<file path="config.mk">
export PLATFORM = sky130hd
export DESIGN_NAME = uart_fifo_thresh
export DESIGN_NICKNAME = d
export VERILOG_FILES = /design/src/rtl/uart_fifo_pkg.sv /design/src/rtl/fifo_core.sv /design/src/rtl/thresh_regs.sv /design/src/rtl/flow_ctl.sv /design/src/rtl/uart_fifo_thresh.sv
export SDC_FILE = /design/constraint.sdc
export NUM_CORES = 2
export LEC_CHECK = 0
export BUFFER_PORTS_ARGS = -buffer_cell sky130_fd_sc_hd__buf_2
export CORE_MARGIN = 1.5
export CORE_UTILIZATION = 50
export CTS_CLUSTER_SIZE = 14
export DETAILED_ROUTE_END_ITERATION = 8
export PLACE_DENSITY = 0.65
export SYNTH_ARGS = -nofsm -noshare
export SYNTH_HDL_FRONTEND = slang
export SYNTH_SLANG_ARGS = --single-unit
export TNS_END_PERCENT = 30
</file>
<file path="constraint.sdc">
create_clock -name clk -period 3.3 [get_ports clk]
set_input_delay 0 -clock clk [delete_from_list [all_inputs] [get_ports clk]]
set_output_delay 0 -clock clk [all_outputs]
set_load 0.005 [all_outputs]
</file>
<file path="src/rtl/uart_fifo_pkg.sv">
package uart_fifo_pkg;

   typedef enum logic [2:0] {
      REG_RX_TRIG = 3'd0,
      REG_TX_TRIG = 3'd1,
      REG_FC_LOW  = 3'd2,
      REG_FC_HIGH = 3'd3,
      REG_MODE    = 3'd4
   } cfg_reg_e;

   localparam int MODE_ARB_BIT = 4;

   // coarse receive thresholds selected by a 2-bit code
   function automatic int legacy_rx_level(input logic [1:0] code, input int depth);
      case (code)
         2'd0:    return 1;
         2'd1:    return depth / 4;
         2'd2:    return depth / 2;
         default: return depth - depth / 8;
      endcase
   endfunction

   // coarse transmit thresholds selected by a 2-bit code
   function automatic int legacy_tx_level(input logic [1:0] code, input int depth);
      case (code)
         2'd0:    return depth / 8;
         2'd1:    return depth / 4;
         2'd2:    return depth / 2;
         default: return depth - depth / 8;
      endcase
   endfunction

endpackage

</file>
<file path="src/rtl/fifo_core.sv">
module fifo_core #(
   parameter int DW    = 8,
   parameter int DEPTH = 128,
   localparam int AW   = $clog2(DEPTH),
   localparam int LW   = $clog2(DEPTH + 1)
) (
   input  logic          clk,
   input  logic          rst_n,
   input  logic          push,
   input  logic [DW-1:0] din,
   input  logic          pop,
   output logic [DW-1:0] dout,
   output logic [LW-1:0] level,
   output logic          overrun
);

   initial begin
      if (DEPTH < 16 || (DEPTH & (DEPTH - 1)) != 0)
         $error("fifo_core: DEPTH must be a power of two of at least 16");
      if (DW < 1)
         $error("fifo_core: DW must be positive");
   end

   logic [DW-1:0] mem [DEPTH];
   logic [AW-1:0] wr_ptr, rd_ptr;
   logic          full, empty, take_in, take_out;

   assign full     = (level == LW'(DEPTH));
   assign empty    = (level == '0);
   assign take_in  = push && !full;
   assign take_out = pop && !empty;

   always_ff @(posedge clk) begin
      if (take_in)
         mem[wr_ptr] <= din;
   end

   always_ff @(posedge clk or negedge rst_n) begin
      if (!rst_n) begin
         wr_ptr  <= '0;
         rd_ptr  <= '0;
         level   <= '0;
         dout    <= '0;
         overrun <= 1'b0;
      end else begin
         overrun <= push && full;
         if (take_in)
            wr_ptr <= wr_ptr + 1'b1;
         if (take_out) begin
            rd_ptr <= rd_ptr + 1'b1;
            dout   <= mem[rd_ptr];
         end
         level <= level + LW'(take_in) - LW'(take_out);
      end
   end

   assert_level_bound_R1: assert property (@(posedge clk) disable iff (!rst_n)
      level <= LW'(DEPTH));

   assert_idle_hold_R1: assert property (@(posedge clk) disable iff (!rst_n)
      (!push && !pop) |=> $stable(level));

   assert_no_overflow_R3: assert property (@(posedge clk) disable iff (!rst_n)
      (push && full && !pop) |=> (overrun && level == LW'(DEPTH)));

   assert_empty_pop_R4: assert property (@(posedge clk) disable iff (!rst_n)
      (pop && empty && !push) |=> ($stable(dout) && level == '0 && !overrun));

endmodule

</file>
<file path="src/rtl/thresh_regs.sv">
module thresh_regs
   import uart_fifo_pkg::*;
#(
   parameter int DEPTH      = 128,
   parameter bit HAS_LEGACY = 1'b1,
   localparam int LW        = $clog2(DEPTH + 1)
) (
   input  logic          clk,
   input  logic          rst_n,
   input  logic          cfg_we,
   input  logic [2:0]    cfg_addr,
   input  logic [LW-1:0] cfg_wdata,
   output logic [LW-1:0] rx_thr,
   output logic [LW-1:0] tx_thr,
   output logic [LW-1:0] fc_low,
   output logic [LW-1:0] fc_high
);

   initial begin
      if (LW < 5)
         $error("thresh_regs: level width too small for the mode register");
   end

   localparam logic [LW-1:0] MAXV     = LW'(DEPTH);
   localparam logic [LW-1:0] RST_RX   = LW'(1);
   localparam logic [LW-1:0] RST_TX   = LW'(DEPTH / 8);
   localparam logic [LW-1:0] RST_LOW  = LW'(DEPTH / 4);
   localparam logic [LW-1:0] RST_HIGH = LW'(DEPTH - DEPTH / 8);

   logic [LW-1:0] arb_rx, arb_tx;
   logic [4:0]    mode_q;
   logic [LW-1:0] wval;

   assign wval = (cfg_wdata > MAXV) ? MAXV : cfg_wdata;

   always_ff @(posedge clk or negedge rst_n) begin
      if (!rst_n) begin
         arb_rx  <= RST_RX;
         arb_tx  <= RST_TX;
         fc_low  <= RST_LOW;
         fc_high <= RST_HIGH;
         mode_q  <= '0;
      end else if (cfg_we) begin
         case (cfg_addr)
            REG_RX_TRIG: arb_rx  <= wval;
            REG_TX_TRIG: arb_tx  <= wval;
            REG_FC_LOW:  fc_low  <= wval;
            REG_FC_HIGH: fc_high <= wval;
            REG_MODE:    mode_q  <= cfg_wdata[4:0];
            default: ;
         endcase
      end
   end

   generate
      if (HAS_LEGACY) begin : g_legacy
         logic [LW-1:0] leg_rx, leg_tx;
         always_comb begin
            leg_rx = LW'(legacy_rx_level(mode_q[3:2], DEPTH));
            leg_tx = LW'(legacy_tx_level(mode_q[1:0], DEPTH));
         end
         assign rx_thr = mode_q[MODE_ARB_BIT] ? arb_rx : leg_rx;
         assign tx_thr = mode_q[MODE_ARB_BIT] ? arb_tx : leg_tx;
      end else begin : g_arb_only
         assign rx_thr = arb_rx;
         assign tx_thr = arb_tx;
      end
   endgenerate

   assert_thr_clamp_R10: assert property (@(posedge clk) disable iff (!rst_n)
      (rx_thr <= MAXV) && (tx_thr <= MAXV) && (fc_low <= MAXV) && (fc_high <= MAXV));

   assert_bad_addr_R10: assert property (@(posedge clk) disable iff (!rst_n)
      (cfg_we && cfg_addr > 3'd4) |=> ($stable(rx_thr) && $stable(tx_thr) &&
                                       $stable(fc_low) && $stable(fc_high)));

endmodule

</file>
<file path="src/rtl/flow_ctl.sv">
module flow_ctl #(
   parameter int DEPTH = 128,
   localparam int LW   = $clog2(DEPTH + 1)
) (
   input  logic          clk,
   input  logic          rst_n,
   input  logic [LW-1:0] level,
   input  logic [LW-1:0] low_mark,
   input  logic [LW-1:0] high_mark,
   output logic          go
);

   logic at_high, at_low;

   assign at_high = (level >= high_mark);
   assign at_low  = (level <= low_mark);

   always_ff @(posedge clk or negedge rst_n) begin
      if (!rst_n)
         go <= 1'b1;
      else if (at_high)
         go <= 1'b0;
      else if (at_low)
         go <= 1'b1;
   end

   assert_fc_stop_R9: assert property (@(posedge clk) disable iff (!rst_n)
      at_high |=> !go);

   assert_fc_resume_R9: assert property (@(posedge clk) disable iff (!rst_n)
      (at_low && !at_high) |=> go);

   assert_fc_hold_R9: assert property (@(posedge clk) disable iff (!rst_n)
      (!at_low && !at_high) |=> $stable(go));

endmodule

</file>
<file path="src/rtl/uart_fifo_thresh.sv">
module uart_fifo_thresh #(
   parameter int DW         = 8,
   parameter int DEPTH      = 128,
   parameter bit HAS_LEGACY = 1'b1,
   localparam int LW        = $clog2(DEPTH + 1)
) (
   input  logic          clk,
   input  logic          rst_n,
   input  logic          cfg_we,
   input  logic [2:0]    cfg_addr,
   input  logic [LW-1:0] cfg_wdata,
   input  logic          rx_push,
   input  logic [DW-1:0] rx_din,
   input  logic          rx_pop,
   output logic [DW-1:0] rx_dout,
   input  logic          tx_push,
   input  logic [DW-1:0] tx_din,
   input  logic          tx_pop,
   output logic [DW-1:0] tx_dout,
   output logic [LW-1:0] rx_level,
   output logic [LW-1:0] tx_level,
   output logic          rx_overrun,
   output logic          tx_overrun,
   output logic          rx_irq,
   output logic          tx_irq,
   output logic          flow_go
);

   logic [LW-1:0] rx_thr, tx_thr, fc_low, fc_high;

   fifo_core #(.DW(DW), .DEPTH(DEPTH)) u_rx_q (
      .clk(clk), .rst_n(rst_n), .push(rx_push), .din(rx_din), .pop(rx_pop),
      .dout(rx_dout), .level(rx_level), .overrun(rx_overrun));

   fifo_core #(.DW(DW), .DEPTH(DEPTH)) u_tx_q (
      .clk(clk), .rst_n(rst_n), .push(tx_push), .din(tx_din), .pop(tx_pop),
      .dout(tx_dout), .level(tx_level), .overrun(tx_overrun));

   thresh_regs #(.DEPTH(DEPTH), .HAS_LEGACY(HAS_LEGACY)) u_regs (
      .clk(clk), .rst_n(rst_n), .cfg_we(cfg_we), .cfg_addr(cfg_addr),
      .cfg_wdata(cfg_wdata), .rx_thr(rx_thr), .tx_thr(tx_thr),
      .fc_low(fc_low), .fc_high(fc_high));

   flow_ctl #(.DEPTH(DEPTH)) u_flow (
      .clk(clk), .rst_n(rst_n), .level(rx_level), .low_mark(fc_low),
      .high_mark(fc_high), .go(flow_go));

   assign rx_irq = (rx_level >= rx_thr);
   assign tx_irq = (tx_level <= tx_thr);

   assert_rx_irq_full_R5: assert property (@(posedge clk) disable iff (!rst_n)
      (rx_level == LW'(DEPTH)) |-> rx_irq);

   assert_tx_irq_empty_R6: assert property (@(posedge clk) disable iff (!rst_n)
      (tx_level == '0) |-> tx_irq);

endmodule

</file>
Word-level counts from Yosys, hierarchy flattened
Memory sizes are Yosys's and may differ from the RTL's. A register that Yosys moved wholly into a read port is not among the register bits.
Cells that the tools add are included.
- memories: 2
- output and inout port bits: 37
- word-level logic and storage cells: 73
- bits in registers: 84
- input port bits: 34
- RAM bits: 2048
- reduce and logical (&&, ||, !) cells: 23
- equal/unequal tests: 10
- muxes and demuxes: 11
- add/sub/neg operators: 8
- magnitude comparators: 5
- memories (memory ; depth ; bits a word ; rd ports ; clocked after memory_dff ; write ports ; line ; RTL):
    u_rx_q.mem ; 128 ; 8 ; 1 ; 1 ; 1 ; fifo_core.sv:24 ; logic [DW-1:0] mem [DEPTH];
    u_tx_q.mem ; 128 ; 8 ; 1 ; 1 ; 1 ; fifo_core.sv:24 ;
- operator list (cell ; number):
    case mux 7 bit (3 select lines) ; 2
    adder 7 x 1 -> 7 bit (second input constant) ; 4
    two-way mux 8 bit ; 3
    adder 8 x 1 -> 8 bit ; 2
    equality test 8 bit (second input constant) ; 2
    >= comparator 8 bit ; 2
    less-or-equal comparator 8 bit ; 2
    logical NOT 8 bit ; 2
    subtractor 8 x 1 -> 8 bit ; 2
    AND reduction 2 bit ; 5
    greater-than comparator 8 bit (second input constant) ; 1
    equality test 3 x 2 -> 1 bit (second input constant) ; 2
    logical AND 1 bit ; 6
    logical NOT 1 bit ; 6
    two-way mux 1 bit ; 6
    equality test 2 x 1 -> 1 bit (second input constant) ; 2
    equality test 2 bit (second input constant) ; 2
    logical NOT 2 bit ; 2
    equality test 3 x 1 -> 1 bit (second input constant) ; 1
    equality test 3 bit (second input constant) ; 1
    logical NOT 3 bit ; 1
    nonzero test 2 bit ; 1

Logic depth before layout (Yosys ltp)
- depth after elaboration: 5
- depth in mapped cells: 15

Cells and area by module
From an unflattened synthesis, not the netlist that was laid out.
- cells, all modules: 4382
- area total of the unflattened synthesis: 85386.9 sq um
- by module, submodules not included (module ; cells each ; area an instance (sq um) ; times used ; sequential area each (sq um)):
    fifo_core at u_rx_q ; 2099 ; 41451.0 ; 1 ; 31525.2
    fifo_core at u_tx_q ; 2058 ; 41447.3 ; 1 ; 31525.2
    thresh_regs ; 120 ; 1672.9 ; 1 ; 933.4
    flow_ctl ; 54 ; 425.4 ; 1 ; 26.3
    uart_fifo_thresh ; 51 ; 390.4 ; 1 ; 0.0

Worst setup path before layout
No wires, ideal clock.
- kind: flip-flop to flip-flop
- start point: register u_rx_q.level[2]
- end point: register u_rx_q.level[7]
- required time: 3.221 ns
- arrival time: 3.012 ns
- setup time: 0.079 ns
- setup slack: 0.209 ns
- cell stages (with the launch flop): 16
- buffers on the path: 1
- cell sequence: dfrtp_1 > inv_1 > ha_1 > nor4bb_1 > a21boi_1 > clkbuf_1 > ha_1 > inv_1 > ha_1 > a21o_1 > a21oi_1 > o21bai_1 > a21oi_1 > o21bai_1 > a21oi_1 > xor2_1
- elaborated cells between the ends (all ways): 8
- classes of those cells: add/sub: 2; eq/ne: 1; reduce/logical: 5
- RTL lines (what ; line ; RTL):
    from (decl) ; fifo_core.sv:13 ; output logic [LW-1:0] level,
    from (signal assigned) ; fifo_core.sv:53 ; level <= level + LW'(take_in) - LW'(take_out);
    logical NOT 8 bit ; fifo_core.sv:29 ; assign empty = (level == '0);
    logical NOT 1 bit ; fifo_core.sv:31 ; assign take_out = pop && !empty;
    logical AND 1 bit ; fifo_core.sv:31 ;
    net u_rx_q.take_out ; fifo_core.sv:26 ; logic full, empty, take_in, take_out;
    subtractor 8 x 1 -> 8 bit ; fifo_core.sv:53 ;
The timed path passes the listed nets, and every way through them passes these cells.
A chain may end at the register's enable or synchronous reset.

==> summary.md <==
| Metric | Value |
|---|---|
| Area delta synth->final | 15.54% |
| First-pass DRT Iterations | 5 |
| Post-Syn Instances | 4438 |
| Max cap viols | 0 |
| Post-synth cell types | 51 |
| FF+latch count, synth | 2148 |
| Ports | 71 |
| CP max FO | 13 |
| Reg clk slew, reported paths | 0.06 ns |
| R2R Path Start | u_tx_q.rd_ptr[4]$_DFFE_PN0P_ |
| Initial DRC count | 4396 |
| Ys Warns | 0 |
| CP max stage delay | 1.05 ns |
| Tot GR Track Use | 0.2276 |
| Antenna diode count | 0 |
| Routed WL | 196.2 mm |
| GR Overflow Total | 0 |
| Fmax | 309.0 MHz |
| Syn_nets | 4536 |
| Netlist Area Pre-Place | 84900 um2 |
| Die ar. | 172300 um2 |
| Post-DP Area | 90680 um2 |
| Post-route DRC | 0 |
| Final cycle utilization of the critical path | 0.9807 |
| Port Buffers | 70 |
| Setup Crit Path Kind | flop to flop |
| Layout cell share with drive strength beyond 1 | 0.2412 |
| R2R cell count | 6 |
| Number of global-route vias before repair | 44270 |
| Wirelength per Cell | 26.64 um |
| Starting density of the core | 0.5021 |
| Number of vias per cell | 5.935 |
| Number of synthesized flops with an enable pin | 2048 |
| P per Cell Area | 796.6 nW/um2 |
| Register area share after synthesis | 0.7539 |
| Setup crit end | u_tx_q.dout[2]$_DFFE_PN0P_ |
| Rows | 151 |
| Post-layout util | 0.5801 |
| Largest registers | u_rx_q.mem (1024), u_tx_q.mem (1024) |
| Die height | 415.1 um |
| Main synth FF type | edfxtp_1 |
| First-pass GRT wire length | 290.6 mm |
| Count of pins over their slew limit | 0 |
| RSZ-0062 raised after global routing | no |
| Fin area | 98090 um2 |
| Die W | 415.1 um |
| RR Endpoint | u_tx_q.dout[2]$_DFFE_PN0P_ |
| WP data required | 4.05 ns |
| Area of the core | 169100 um2 |
| Worst Path Arrival | 3.99 ns |
| Slowest-stage cell, CP | nor2b_1 |
| Flop-to-flop setup slack | 0.06 ns |
| Minimum clock period | 3.236 ns |
| Maximum vdd drop | 554.7 uV |
| Clk_lat worst skew | 0.84 ns |
| Slew @ Worst Pin | 1.293 ns |
| # H-tree levels | 4 |
| Max Root-Sink Buffers | 3 |
| CTS root buf | clkbuf_16 |
| Initial antenna violation count | 5 |
| Hold Fails Final Rpt | 0 |
| Post-CTS Setup Bufs | 0 |
| Post-layout nets | 5062 |
| Gpl congestion | 0.8650 |
| Total CTS buffers | 211 |
| Status | finished, final reports clean |
| CTS tree | done |
| Crit. Startpoint | u_tx_q.rd_ptr[4]$_DFFE_PN0P_ |
| Final ANT Viol Nets | 0 |
| Setup violators final | 0 |
| Leak | 0.03282 uW |
| FFs w/ async S/R, synth | 0.04655 |
| CP startpoint kind | flop |
| Setup Skew | 0.07615 ns |
| Vias | 43700 |
| CP cell instances | nor2b_1 > nand2b_1 > nor2_1 > nor3_2 > buf_4 > nor3_1 |
| Post-detail-place hpwl | 122.0 mm |
| HP Class | primary input to flop |
| Sink Count | 2148 |
| Relative slew slack | 0.1365 |
| Largest net degree at the start of global routing | 129 |
| Syn avg cell area | 19.13 um2 |
| Crit path capture type | flop |
==> cell usage in the layout, fill, tap and decap left out, types with 8 or more instances in the layout <==
cell / instances
a21o_1: 8
and3_1: 9
bufinv_16: 15
clkbuf_8: 12
nand2_1: 88
o211ai_1: 11
inv_1: 37
o22ai_1: 80
mux2_2: 41
edfxtp_1: 2048
a2111oi_0: 12
xnor2_1: 18
nand2b_1: 19
a21oi_1: 83
clkbuf_16: 213
nor2_1: 332
ha_1: 62
clkinv_2: 47
a22oi_1: 58
clkbuf_1: 45
clkinvlp_4: 8
o221ai_1: 29
a221oi_1: 25
nor3_1: 42
dlygate4sd3_1: 55
a211oi_1: 51
a21boi_0: 9
nor2b_1: 55
nand3_1: 53
o21ai_0: 83
dfrtp_1: 85
buf_4: 413
buf_12: 43
mux2i_1: 376
xor2_1: 18
mux4_2: 354
nand4_1: 27
buf_2: 53
clkinv_1: 39
==> where the power goes <==
part	total (uW)	leakage, uW	internal [uW]	switching, uW
clock	23500	0.00333	13300	10200
combinational	22600	0.00988	9980	12700
sequential	32000	0.0196	30900	1100
total	78100	0.0328	54200	24000
==> synthesized netlist by cell type, drive strengths merged (19+ instances only) <==
master	count	share of area
nor3	44	0.0026
o22ai	80	0.0059
o221ai	29	0.0030
a221oi	25	0.0026
a22oi	58	0.0051
edfxtp	2048	0.72
nand2	88	0.0039
a21oi	83	0.0049
mux2	41	0.0054
a211oi	53	0.0047
buf	130	0.0094
o21ai	83	0.0049
nor2b	57	0.0042
inv	37	0.0016
dfrtp	93	0.027
nand4	27	0.0020
mux4	358	0.095
nand3	53	0.0031
nor2	332	0.015
mux2i	376	0.044
clkbuf	122	0.0054
nand2b	19	0.0014
ha	62	0.0091
==> layer usage <==
layer	wire [um]	global-route usage	vias to the layer above
met5	22	0	-
met4	5102	0.06487	4
met3	14850	0.05128	301
met2	92530	0.3524	1524
met1	83650	0.3268	22830
li1	-	-	19050
==> critical path, delay by kind of cell, from the launching register on <==
family,cells,cell delay [ns]
DFF,1,0.54
and+or+nand+nor,5,2.42
buffers and inverters,1,0.17
==> kinds of logic (layout without fill, tap and decap cells) <==
kind of cell,after synthesis,after routing,share of synthesized area
compound gates,483,483,0.03765
xor+xnor,36,36,0.003714
fa+ha+maj,64,64,0.009609
buf+inv,289,996,0.01646
flops,2148,2148,0.7539
mux,775,775,0.1449
simple gates,643,643,0.03370
==> what timing repair did <==
item                                    CTS  global route
hold buffers                             56             0
pin swaps                                 0             0
setup endpoints to repair                 1             8
gates resized for setup                   1             8
endpoints found under the hold margin  1614             0
==> through the flow <==
step                hold slack [ns]  power (uW)  std cells  setup TNS (ns)  setup WS (ns)
global route                 0.1244       81090       7363               0        0.01369
detailed placement           0.1342       55060       6913        -0.03951       -0.03951
CTS                         0.01287       78540       7363               0        0.02701
floorplan                   -0.2956       46770       4438               0         0.2091
global placement             0.1271       54850       6913        -0.01170       -0.01170
finish                      0.06563       78140       7363               0        0.06371
==> worst min-delay path by stage <==
stage	cells past startpoint	endpoint	from	slack [ns]
floorplan	0	u_regs.arb_rx[1]$_DFFE_PN0P_	rst_n	-0.30
finish	4	u_regs.fc_low[4]$_DFFE_PN0P_	cfg_we	0.07
CTS	4	u_regs.fc_low[4]$_DFFE_PN0P_	cfg_we	0.01
global placement	1	u_tx_q.wr_ptr[2]$_DFFE_PN0N_	rst_n	0.13
global route	5	u_regs.fc_low[4]$_DFFE_PN0P_	cfg_we	0.12
detailed placement	1	u_tx_q.wr_ptr[0]$_DFFE_PN0N_	rst_n	0.13
==> final cells by class <==
cell class,instances,area [um2]
clock buffer,270,5664
tap,2218,2775
sequential,2148,64040
timing repair buffer,565,4805
clock inverter,124,1135
inverter,37,138.9
fill,12410,71000
multi-input combinational,2001,19540
Note: power is estimated with default switching activity, not from simulation.
